**src/rtl/fsup_pkg.sv**
```systemverilog
package fsup_pkg;
  localparam int NEV       = 6;
  localparam int EV_VWARN  = 0;
  localparam int EV_VACT   = 1;
  localparam int EV_VINACT = 2;
  localparam int EV_TWARN  = 3;
  localparam int EV_TOVER  = 4;
  localparam int EV_TUNDER = 5;

  localparam int ADDR_W = 3;
  localparam logic [ADDR_W-1:0] A_VWARN = 3'd0;
  localparam logic [ADDR_W-1:0] A_VFLT  = 3'd1;
  localparam logic [ADDR_W-1:0] A_TWARN = 3'd2;
  localparam logic [ADDR_W-1:0] A_TFLT  = 3'd3;
  localparam logic [ADDR_W-1:0] A_TRST  = 3'd4;
  localparam logic [ADDR_W-1:0] A_MASK  = 3'd5;
  localparam logic [ADDR_W-1:0] A_CLR   = 3'd6;

  typedef enum logic [1:0] {VS_OK, VS_FLT, VS_REC} vstate_t;
  typedef enum logic {TS_OK, TS_FLT} tstate_t;
endpackage

```
**src/rtl/fsup_vmon.sv**
```systemverilog
module fsup_vmon #(
  parameter int VW   = 8,
  parameter int SW   = 5,
  parameter int STEP = 8
) (
  input  logic          clk,
  input  logic          rst,
  input  logic [VW-1:0] code,
  input  logic [SW-1:0] warn_thr,
  input  logic [SW-1:0] flt_thr,
  input  logic          hold,
  input  logic          done,
  output logic          ev_warn,
  output logic          ev_act,
  output logic          ev_inact,
  output logic          trig,
  output logic          fault,
  output logic          warn_flag
);
  import fsup_pkg::*;
  localparam int CW = VW + SW + 8;

  logic [CW-1:0] code_x, warn_lvl, flt_lvl;
  logic          lt_warn, lt_flt, lt_warn_q;
  vstate_t       st;

  assign code_x   = CW'(code);
  assign warn_lvl = CW'(warn_thr) * CW'(STEP);
  assign flt_lvl  = CW'(flt_thr) * CW'(STEP);
  assign lt_warn  = code_x < warn_lvl;
  assign lt_flt   = code_x < flt_lvl;
  assign fault    = (st != VS_OK);

  always_comb trig = (st != VS_OK) && !hold && !lt_flt && !lt_warn;

  always_ff @(posedge clk) begin
    if (rst) begin
      st        <= VS_OK;
      lt_warn_q <= 1'b0;
      warn_flag <= 1'b0;
      ev_warn   <= 1'b0;
      ev_act    <= 1'b0;
      ev_inact  <= 1'b0;
    end else begin
      lt_warn_q <= lt_warn;
      warn_flag <= lt_warn;
      ev_warn   <= lt_warn && !lt_warn_q;
      ev_act    <= 1'b0;
      ev_inact  <= 1'b0;
      if (done) begin
        st <= VS_OK;
      end else begin
        case (st)
          VS_OK: if (lt_flt) begin
            st     <= VS_FLT;
            ev_act <= 1'b1;
          end
          VS_FLT: if (!lt_flt && !hold) begin
            st       <= VS_REC;
            ev_inact <= 1'b1;
          end
          VS_REC: if (lt_flt) begin
            st     <= VS_FLT;
            ev_act <= 1'b1;
          end
          default: st <= VS_OK;
        endcase
      end
    end
  end
endmodule

```
**src/rtl/fsup_tmon.sv**
```systemverilog
module fsup_tmon #(
  parameter int TW   = 8,
  parameter int SW   = 5,
  parameter int STEP = 5
) (
  input  logic          clk,
  input  logic          rst,
  input  logic [TW-1:0] code,
  input  logic [SW-1:0] warn_thr,
  input  logic [SW-1:0] flt_thr,
  input  logic [SW-1:0] rst_thr,
  input  logic          hold,
  input  logic          done,
  output logic          ev_warn,
  output logic          ev_over,
  output logic          ev_under,
  output logic          trig,
  output logic          fault,
  output logic          warn_flag
);
  import fsup_pkg::*;
  localparam int CW = TW + SW + 8;

  logic [CW-1:0] code_x, warn_lvl, flt_lvl, rst_lvl;
  logic          ge_warn, ge_flt, le_rst, ge_warn_q;
  tstate_t       st;

  assign code_x   = CW'(code);
  assign warn_lvl = CW'(warn_thr) * CW'(STEP);
  assign flt_lvl  = CW'(flt_thr) * CW'(STEP);
  assign rst_lvl  = CW'(rst_thr) * CW'(STEP);
  assign ge_warn  = code_x >= warn_lvl;
  assign ge_flt   = code_x >= flt_lvl;
  assign le_rst   = code_x <= rst_lvl;
  assign fault    = (st == TS_FLT);

  always_comb trig = (st == TS_FLT) && !hold && le_rst;

  always_ff @(posedge clk) begin
    if (rst) begin
      st        <= TS_OK;
      ge_warn_q <= 1'b0;
      warn_flag <= 1'b0;
      ev_warn   <= 1'b0;
      ev_over   <= 1'b0;
      ev_under  <= 1'b0;
    end else begin
      ge_warn_q <= ge_warn;
      warn_flag <= ge_warn;
      ev_warn   <= ge_warn && !ge_warn_q;
      ev_over   <= 1'b0;
      ev_under  <= 1'b0;
      if (done) begin
        st <= TS_OK;
      end else if (st == TS_OK) begin
        if (ge_flt) begin
          st      <= TS_FLT;
          ev_over <= 1'b1;
        end
      end else if (le_rst && !hold) begin
        ev_under <= 1'b1;
      end
    end
  end
endmodule

```
**src/rtl/fsup_rtimer.sv**
```systemverilog
module fsup_rtimer #(
  parameter int LEN = 16
) (
  input  logic clk,
  input  logic rst,
  input  logic trig,
  output logic busy,
  output logic done
);
  localparam int CNW = $clog2(LEN + 1);
  logic [CNW-1:0] cnt;

  assign done = busy && (cnt == CNW'(LEN - 1));

  always_ff @(posedge clk) begin
    if (rst) begin
      busy <= 1'b0;
      cnt  <= '0;
    end else if (!busy) begin
      if (trig) begin
        busy <= 1'b1;
        cnt  <= '0;
      end
    end else if (done) begin
      busy <= 1'b0;
    end else begin
      cnt <= cnt + 1'b1;
    end
  end
endmodule

```
**src/rtl/fsup_irq.sv**
```systemverilog
module fsup_irq #(
  parameter int N = 6
) (
  input  logic         clk,
  input  logic         rst,
  input  logic [N-1:0] evt,
  input  logic [N-1:0] mask,
  input  logic         clr_we,
  input  logic [N-1:0] clr_bits,
  output logic [N-1:0] status,
  output logic         irq
);
  logic [N-1:0] clr_eff;
  assign clr_eff = clr_we ? clr_bits : '0;

  always_ff @(posedge clk) begin
    if (rst) begin
      status <= '0;
      irq    <= 1'b0;
    end else begin
      status <= (status & ~clr_eff) | evt;
      irq    <= |(status & mask);
    end
  end
endmodule

```
**src/rtl/fault_supervisor.sv**
```systemverilog
module fault_supervisor #(
  parameter int VW          = 8,
  parameter int TW          = 8,
  parameter int SW          = 5,
  parameter int DW          = 8,
  parameter int SUP_STEP    = 8,
  parameter int TMP_STEP    = 5,
  parameter int RST_LEN     = 16,
  parameter int V_WARN_INIT = 20,
  parameter int V_FLT_INIT  = 18,
  parameter int T_WARN_INIT = 20,
  parameter int T_FLT_INIT  = 24,
  parameter int T_RST_INIT  = 18
) (
  input  logic                         clk,
  input  logic                         rst,
  input  logic [VW-1:0]                v_code,
  input  logic [TW-1:0]                t_code,
  input  logic                         wr_en,
  input  logic [fsup_pkg::ADDR_W-1:0]  wr_addr,
  input  logic [DW-1:0]                wr_data,
  output logic [fsup_pkg::NEV-1:0]     evt_pulse,
  output logic [fsup_pkg::NEV-1:0]     int_status,
  output logic                         irq,
  output logic                         shutdown,
  output logic                         vlow,
  output logic                         rst_req,
  output logic                         vwarn_flag,
  output logic                         twarn_flag
);
  import fsup_pkg::*;

  logic [SW-1:0]  vwarn_thr, vflt_thr, twarn_thr, tflt_thr, trst_thr;
  logic [NEV-1:0] mask_q;
  logic           busy, done, vtrig, ttrig, vfault, tfault, clr_we;
  logic           ev_vwarn, ev_vact, ev_vinact, ev_twarn, ev_tover, ev_tunder;

  always_ff @(posedge clk) begin
    if (rst) begin
      vwarn_thr <= SW'(V_WARN_INIT);
      vflt_thr  <= SW'(V_FLT_INIT);
      twarn_thr <= SW'(T_WARN_INIT);
      tflt_thr  <= SW'(T_FLT_INIT);
      trst_thr  <= SW'(T_RST_INIT);
      mask_q    <= '0;
    end else if (wr_en) begin
      case (wr_addr)
        A_VWARN: vwarn_thr <= wr_data[SW-1:0];
        A_VFLT:  vflt_thr  <= wr_data[SW-1:0];
        A_TWARN: twarn_thr <= wr_data[SW-1:0];
        A_TFLT:  tflt_thr  <= wr_data[SW-1:0];
        A_TRST:  trst_thr  <= wr_data[SW-1:0];
        A_MASK:  mask_q    <= wr_data[NEV-1:0];
        default: ;
      endcase
    end
  end

  assign clr_we = wr_en && (wr_addr == A_CLR);

  fsup_vmon #(.VW(VW), .SW(SW), .STEP(SUP_STEP)) u_vmon (
    .clk(clk), .rst(rst), .code(v_code),
    .warn_thr(vwarn_thr), .flt_thr(vflt_thr),
    .hold(busy), .done(done),
    .ev_warn(ev_vwarn), .ev_act(ev_vact), .ev_inact(ev_vinact),
    .trig(vtrig), .fault(vfault), .warn_flag(vwarn_flag)
  );

  fsup_tmon #(.TW(TW), .SW(SW), .STEP(TMP_STEP)) u_tmon (
    .clk(clk), .rst(rst), .code(t_code),
    .warn_thr(twarn_thr), .flt_thr(tflt_thr), .rst_thr(trst_thr),
    .hold(busy), .done(done),
    .ev_warn(ev_twarn), .ev_over(ev_tover), .ev_under(ev_tunder),
    .trig(ttrig), .fault(tfault), .warn_flag(twarn_flag)
  );

  fsup_rtimer #(.LEN(RST_LEN)) u_rtimer (
    .clk(clk), .rst(rst), .trig(vtrig | ttrig), .busy(busy), .done(done)
  );

  always_comb begin
    evt_pulse            = '0;
    evt_pulse[EV_VWARN]  = ev_vwarn;
    evt_pulse[EV_VACT]   = ev_vact;
    evt_pulse[EV_VINACT] = ev_vinact;
    evt_pulse[EV_TWARN]  = ev_twarn;
    evt_pulse[EV_TOVER]  = ev_tover;
    evt_pulse[EV_TUNDER] = ev_tunder;
  end

  fsup_irq #(.N(NEV)) u_irq (
    .clk(clk), .rst(rst), .evt(evt_pulse), .mask(mask_q),
    .clr_we(clr_we), .clr_bits(wr_data[NEV-1:0]),
    .status(int_status), .irq(irq)
  );

  assign rst_req  = busy;
  assign vlow     = vfault;
  assign shutdown = vfault | tfault;
endmodule

```
**config.mk**
```make
export PLATFORM = sky130hd
export DESIGN_NAME = fault_supervisor
export DESIGN_NICKNAME = d
export VERILOG_FILES = /design/src/rtl/fsup_pkg.sv /design/src/rtl/fsup_vmon.sv /design/src/rtl/fsup_tmon.sv /design/src/rtl/fsup_rtimer.sv /design/src/rtl/fsup_irq.sv /design/src/rtl/fault_supervisor.sv
export SDC_FILE = /design/constraint.sdc
export NUM_CORES = 1
export LEC_CHECK = 0
export ABC_CLOCK_PERIOD_IN_PS = 6500
export BUFFER_PORTS_ARGS = -buffer_cell sky130_fd_sc_hd__buf_2
export CAP_MARGIN = 20
export CORE_MARGIN = 1.5
export CORE_UTILIZATION = 50
export CTS_CLUSTER_DIAMETER = 200
export DETAILED_ROUTE_END_ITERATION = 10
export PLACE_DENSITY_LB_ADDON = 0.25
export SLEW_MARGIN = 20
export SYNTH_ARGS = -nofsm -noshare
export SYNTH_HDL_FRONTEND = slang
export SYNTH_SLANG_ARGS = --single-unit
```
**constraint.sdc**
```tcl
create_clock -name clk -period 6.5 [get_ports clk]
set_input_delay 0 -clock clk [delete_from_list [all_inputs] [get_ports clk]]
set_output_delay 0 -clock clk [all_outputs]
set_load 0.02 [all_outputs]
```
# == After elaboration in Yosys (flattened, before gate mapping) ==
# Index checks and enable logic that the tools add are counted.
# word_totals
inputBits,30
reg_bits,55
out_inout_bits,18
wordCells,100
# classes
order_cmp,5
n_bitwise,9
reduce_logical,35
mul,3
n_eq_ne,12
n_mux,15
addsub,1
# ops
op,n
"5-bit by 3-bit multiplier with 8-bit output, second input constant",3
8-bit greater-or-equal comparator,2
8-bit < comparator,2
2-bit AND reduction,8
5-bit two-way mux,3
6-bit AND,2
3-bit OR reduction,4
1-bit logical AND,11
"3-bit equality test, second input constant",3
8-bit <= comparator,1
1-bit two-way mux,8
"3-bit by 2-bit equality test with 1-bit output, second input constant",2
6-bit two-way mux,1
6-bit inverter,1
6-bit bitwise OR,1
6-bit OR reduction,1
"5-bit by 1-bit adder with 5-bit output, second input constant",1
"5-bit by 4-bit equality test with 1-bit output, second input constant",1
1-bit zero test,5
2-bit two-way mux,2
"2-bit by 1-bit != test with 1-bit output, second input constant",2
2-bit case mux with 2 select lines,1
2-bit nonzero test,2
2-bit OR reduction,2
8 further kinds,11

# == Depth between registers and ports, before layout ==
# logic_depth
ltp_word,7
ltp_mapped,12
mapped_depth_nobuf,12

# == Hierarchy ==
# Synthesis repeated with hierarchy kept, for this count alone.
# hier_totals
cells_unflattened,361
hier_area_um2,3460.8
# by_module_without_submodules
module,instances,seq_area_each_um2,area_per_inst_um2,cells_each
fault_supervisor,1,620.6,1326.3,128
fsup_tmon,1,100.1,1116.1,129
fsup_vmon,1,120.1,447.9,47
fsup_rtimer,1,120.1,296.5,34
fsup_irq,1,140.1,274.0,23

# == Least setup slack after synthesis ==
# No wires, ideal clock.
# synth_timing
path_type,flip-flop to flip-flop
startpoint,register trst_thr[3]
endpoint,register u_rtimer.cnt[0]
setup_ns,0.131
required_ns,6.369
t_arrival_ns,2.318
period_less_slack_ns,2.449
stages_incl_launch_ff,11
n_path_buf,0
setup_slack_ns,4.051
path_cell_list,dfxtp_1 ha_1 ha_1 inv_1 fa_1 xor2_1 ha_1 a211oi_1 o21ai_0 o21ai_1 o31ai_1
# synth_between
elab_chain_len,6
# synth_rtl
element,line,rtl
start: declaration,fault_supervisor.sv:33,"logic [SW-1:0] vwarn_thr, vflt_thr, twarn_thr, tflt_thr, trst_thr;"
start signal: assignment,fault_supervisor.sv:44,trst_thr <= SW'(T_RST_INIT);
start signal: assignment,fault_supervisor.sv:52,A_TRST: trst_thr <= wr_data[SW-1:0];
5-bit by 3-bit multiplier with 8-bit output,fsup_tmon.sv:31,assign rst_lvl = CW'(rst_thr) * CW'(STEP);
8-bit <= comparator,fsup_tmon.sv:34,assign le_rst = code_x <= rst_lvl;
1-bit logical AND,fsup_tmon.sv:37,always_comb trig = (st == TS_FLT) && !hold && le_rst;
1-bit bitwise OR,fault_supervisor.sv:78,".clk(clk), .rst(rst), .trig(vtrig | ttrig), .busy(busy), .done(done)"
2-bit nonzero test (no line),n/a,
2-bit AND reduction (no line),n/a,
end signal: assignment,fsup_rtimer.sv:27,cnt <= cnt + 1'b1;
end: declaration,fsup_rtimer.sv:11,logic [CNW-1:0] cnt;
# No other way between the ends.
# A chain may end at the register's enable or synchronous reset.

# == Final worst setup path ==
# layout_timing
startpoint,register trst_thr[3]
endpoint,register u_rtimer.cnt[2]
# The elaborated chain is that of the path after synthesis.

==> impl_metrics.tcl <==
set metrics [dict create \
    rows 29 \
    worstHoldPathCells 3 \
    drtAntennaViolNets 0 \
    cts-root-buf "clkbuf_8" \
    gr-total-overflow 0 \
    muxShareOfSynthArea_pct 7.86 \
    synth-async-reset-ratio_pct 0 \
    worstRegToRegCells 10 \
    synth_top_family_by_area "adder cells" \
    synth_top_area_share_pct 33.1 \
    outcome "complete, no violations" \
    gp_congestion 0.792 \
    cp.required_ps 6680 \
    synth.cell_area_um2 3330 \
    drt-wirelength-per-cell_um 14.7 \
    worst_pin_slew_ps 705 \
    diodes 0 \
    fin_worst_skew_ps 12.7 \
    drive_gt1_share_pct 14.8 \
    cts.reportedPaths.clkPinSlew_ps 110 \
    grt_pass1_wl_mm 11.7 \
    boundaryPins 48 \
    cts_resized 0 \
    detail_route.vias_per_cell 5.42 \
    tns_ps 0 \
    setup_violations 0 \
    die_h_um 84.6 \
    finalCriticalPeriod_ps 2870 \
    worst_slew_margin_rel_pct 53.0 \
    crit_arrival_ps 3050 \
    leakage_uw 0.00172 \
    avgSynthCellArea_um2 9.14 \
    cts_max_path_buffers 2 \
    clkPwrFrac_pct 29.2 \
    vias 2583 \
    synth_flop_cell "dfxtp_1" \
    timing.fmax_ghz 0.349 \
    switching_power_uw 202 \
    dr.pass1.iters 4 \
    fin_hold_ws_ps 26.5 \
    synthXorXnorAreaFrac_pct 2.37 \
    cts_buffers 5 \
    grt_antenna_before_repair 0 \
    drt-total-wl_mm 7.02 \
    worst_setup_path_start_kind "flop" \
    die_x_um 84.6 \
    worst_ir_drop_vdd_uv 134 \
    critical_path.endpoint_type "flop" \
    hold_viol 0 \
    postSynthRegisterBits 55 \
    yosys.area_share.adder_pct 21.4 \
    synthesis.nets 449 \
    start_util_pct 52.1 \
    netlist_top_cells_count "dfxtp_1 (55), ha_1 (52), nand2_1 (34), nor2_1 (34), inv_1 (30)" \
    drt-initial-drc-count 80 \
    cts_sinks 55 \
    seqPwrFrac_pct 52.7 \
    synthTopCellsByArea "dfxtp_1 (33%), ha_1 (20%), mux2i_1 (7.5%)" \
    area_growth_pct 9.97 \
    postLayoutCoreUtil_pct 57.3 \
    swShare_pct 29.2 \
    synth_top_cell_by_area "dfxtp_1" \
    portBuffers 42 \
    yosysWarnings 0 \
    drc 0 \
    pwr_density_cell_nw_per_um2 189 \
    p_total_uw 693 \
    cts.htree.levels 2 \
    synth_cell_types 44 \
    cp_max_fo 7 \
    grtUsageTotal_pct 20.4 \
    die_area_um2 7150 \
    synth-edff-count 0 \
    finalCritPeriodShare_pct 44.1 \
    hold_class "input port to flop" \
    layout.nets 484 \
    grt_setup_unrepaired "no" \
    cts_tree "built" \
    synth-simple-area-share_pct 16.1 \
    postSynthCellCount 364 \
    dp_hpwl_mm 5.48 \
    comb_power_share_pct 18.1 \
    ys_seq_area_share_pct 33.1 \
    p_int_uw 491 \
    drv_slew 0 \
    clock_latency_ps 310 \
    grt_max_degree 39 \
    yosysMostFrequentCell "dfxtp_1" \
    core_area_um2 6390 \
    critPathKind "flop to flop" \
    first_global_vias 2456 \
    synth_compound_area_share_pct 13.3 \
    drv_cap 0 \
]
[flip-flops by register name, indices dropped and copies added, names as in the netlist, 2 cells and up]
register / count
u_rtimer.cnt: 5
u_irq.status: 6
vwarn_thr: 5
twarn_thr: 5
tflt_thr: 5
trst_thr: 5
vflt_thr: 5
mask_q: 6
u_vmon.st: 2
[final cells by class]
| class | count | area [um2] |
|---|---|---|
| Clock inverter | 2 | 13.8 |
| Inverter | 30 | 113 |
| Multi-Input combinational cell | 264 | 2030 |
| Timing Repair Buffer | 43 | 220 |
| Clock buffer | 6 | 82.6 |
| Tap cell | 77 | 96.3 |
| Sequential cell | 55 | 1100 |
| Fill cell | 590 | 2730 |
[routing by layer]
layer	wire (um)	vias up	track usage, %
li1	-	1334	-
met1	3420	1196	28.1
met2	3310	46	33.1
met3	215	7	3.64
met4	78	0	5.43
met5	0	-	0
[cells in the final DEF (no fill, tap or decap), types with 6 or more instances in the layout]
cell type	count
dfxtp_1	55
ha_1	52
buf_2	42
nor2_1	34
nand2_1	34
inv_1	30
mux2i_1	25
a21oi_1	18
o21ai_0	11
nor2b_1	8
a21o_1	8
o211ai_1	8
o31ai_1	6
clkbuf_8	6
[timing repair]
action                    4_1_cts  5_1_grt
hold buffers                    1        0
setup buffers                   0        0
hold endpoints to repair        1        0
[cells by family after synthesis]
kind of cell               after synthesis
AOI/OAI and AO/OA                       68
xor gates and xnor gates                 9
adders and majority gates               55
buffers and inverters                   45
DFF                                     55
muxes                                   26
and+or+nand+nor                        106
[power by group through the flow]
| stage | Sequential (uW) | Combinational [uW] | Clock [uW] |
|---|---|---|---|
| final | 365 | 126 | 203 |
| after global routing | 367 | 141 | 221 |
| after CTS | 365 | 127 | 207 |
| after detailed placement | 373 | 126 | 0 |
| after global placement | 372 | 122 | 0 |
| after floorplan | 374 | 84.4 | 0 |
[final timing paths]
kind                                     from                      endpoint  slack [ps]
setup / recovery     trst_thr[3]$_SDFFE_PP0P_  u_rtimer.cnt[2]$_SDFFE_PP0P_        3630
hold / removal                     wr_data[2]     twarn_thr[2]$_SDFFE_PP1P_          30
setup reg to reg     trst_thr[3]$_SDFFE_PP0P_  u_rtimer.cnt[2]$_SDFFE_PP0P_        3630
hold reg to reg   u_vmon.warn_flag$_SDFF_PP0_     u_vmon.ev_warn$_SDFF_PP0_         430
[through the flow]
step / worst slack, ps / instance area (um2) / cells
floorplan: 4050 / 3330 / 364
global route: 3470 / 3660 / 477
finish: 3630 / 3660 / 477
detailed placement: 3670 / 3550 / 468
global placement: 3760 / 3550 / 468
CTS: 3640 / 3660 / 477
[worst max-delay path, stage by stage (launching register included)]
cell and delay [ps]:
dfxtp_1 350, ha_1 280, ha_1 170, inv_1 60, fa_1 390, xor2_1 170, ha_1 300, a211oi_1 230
o21ai_0 120, o21ai_1 510, o31ai_1 150
Power figures use the tool's default switching activity.
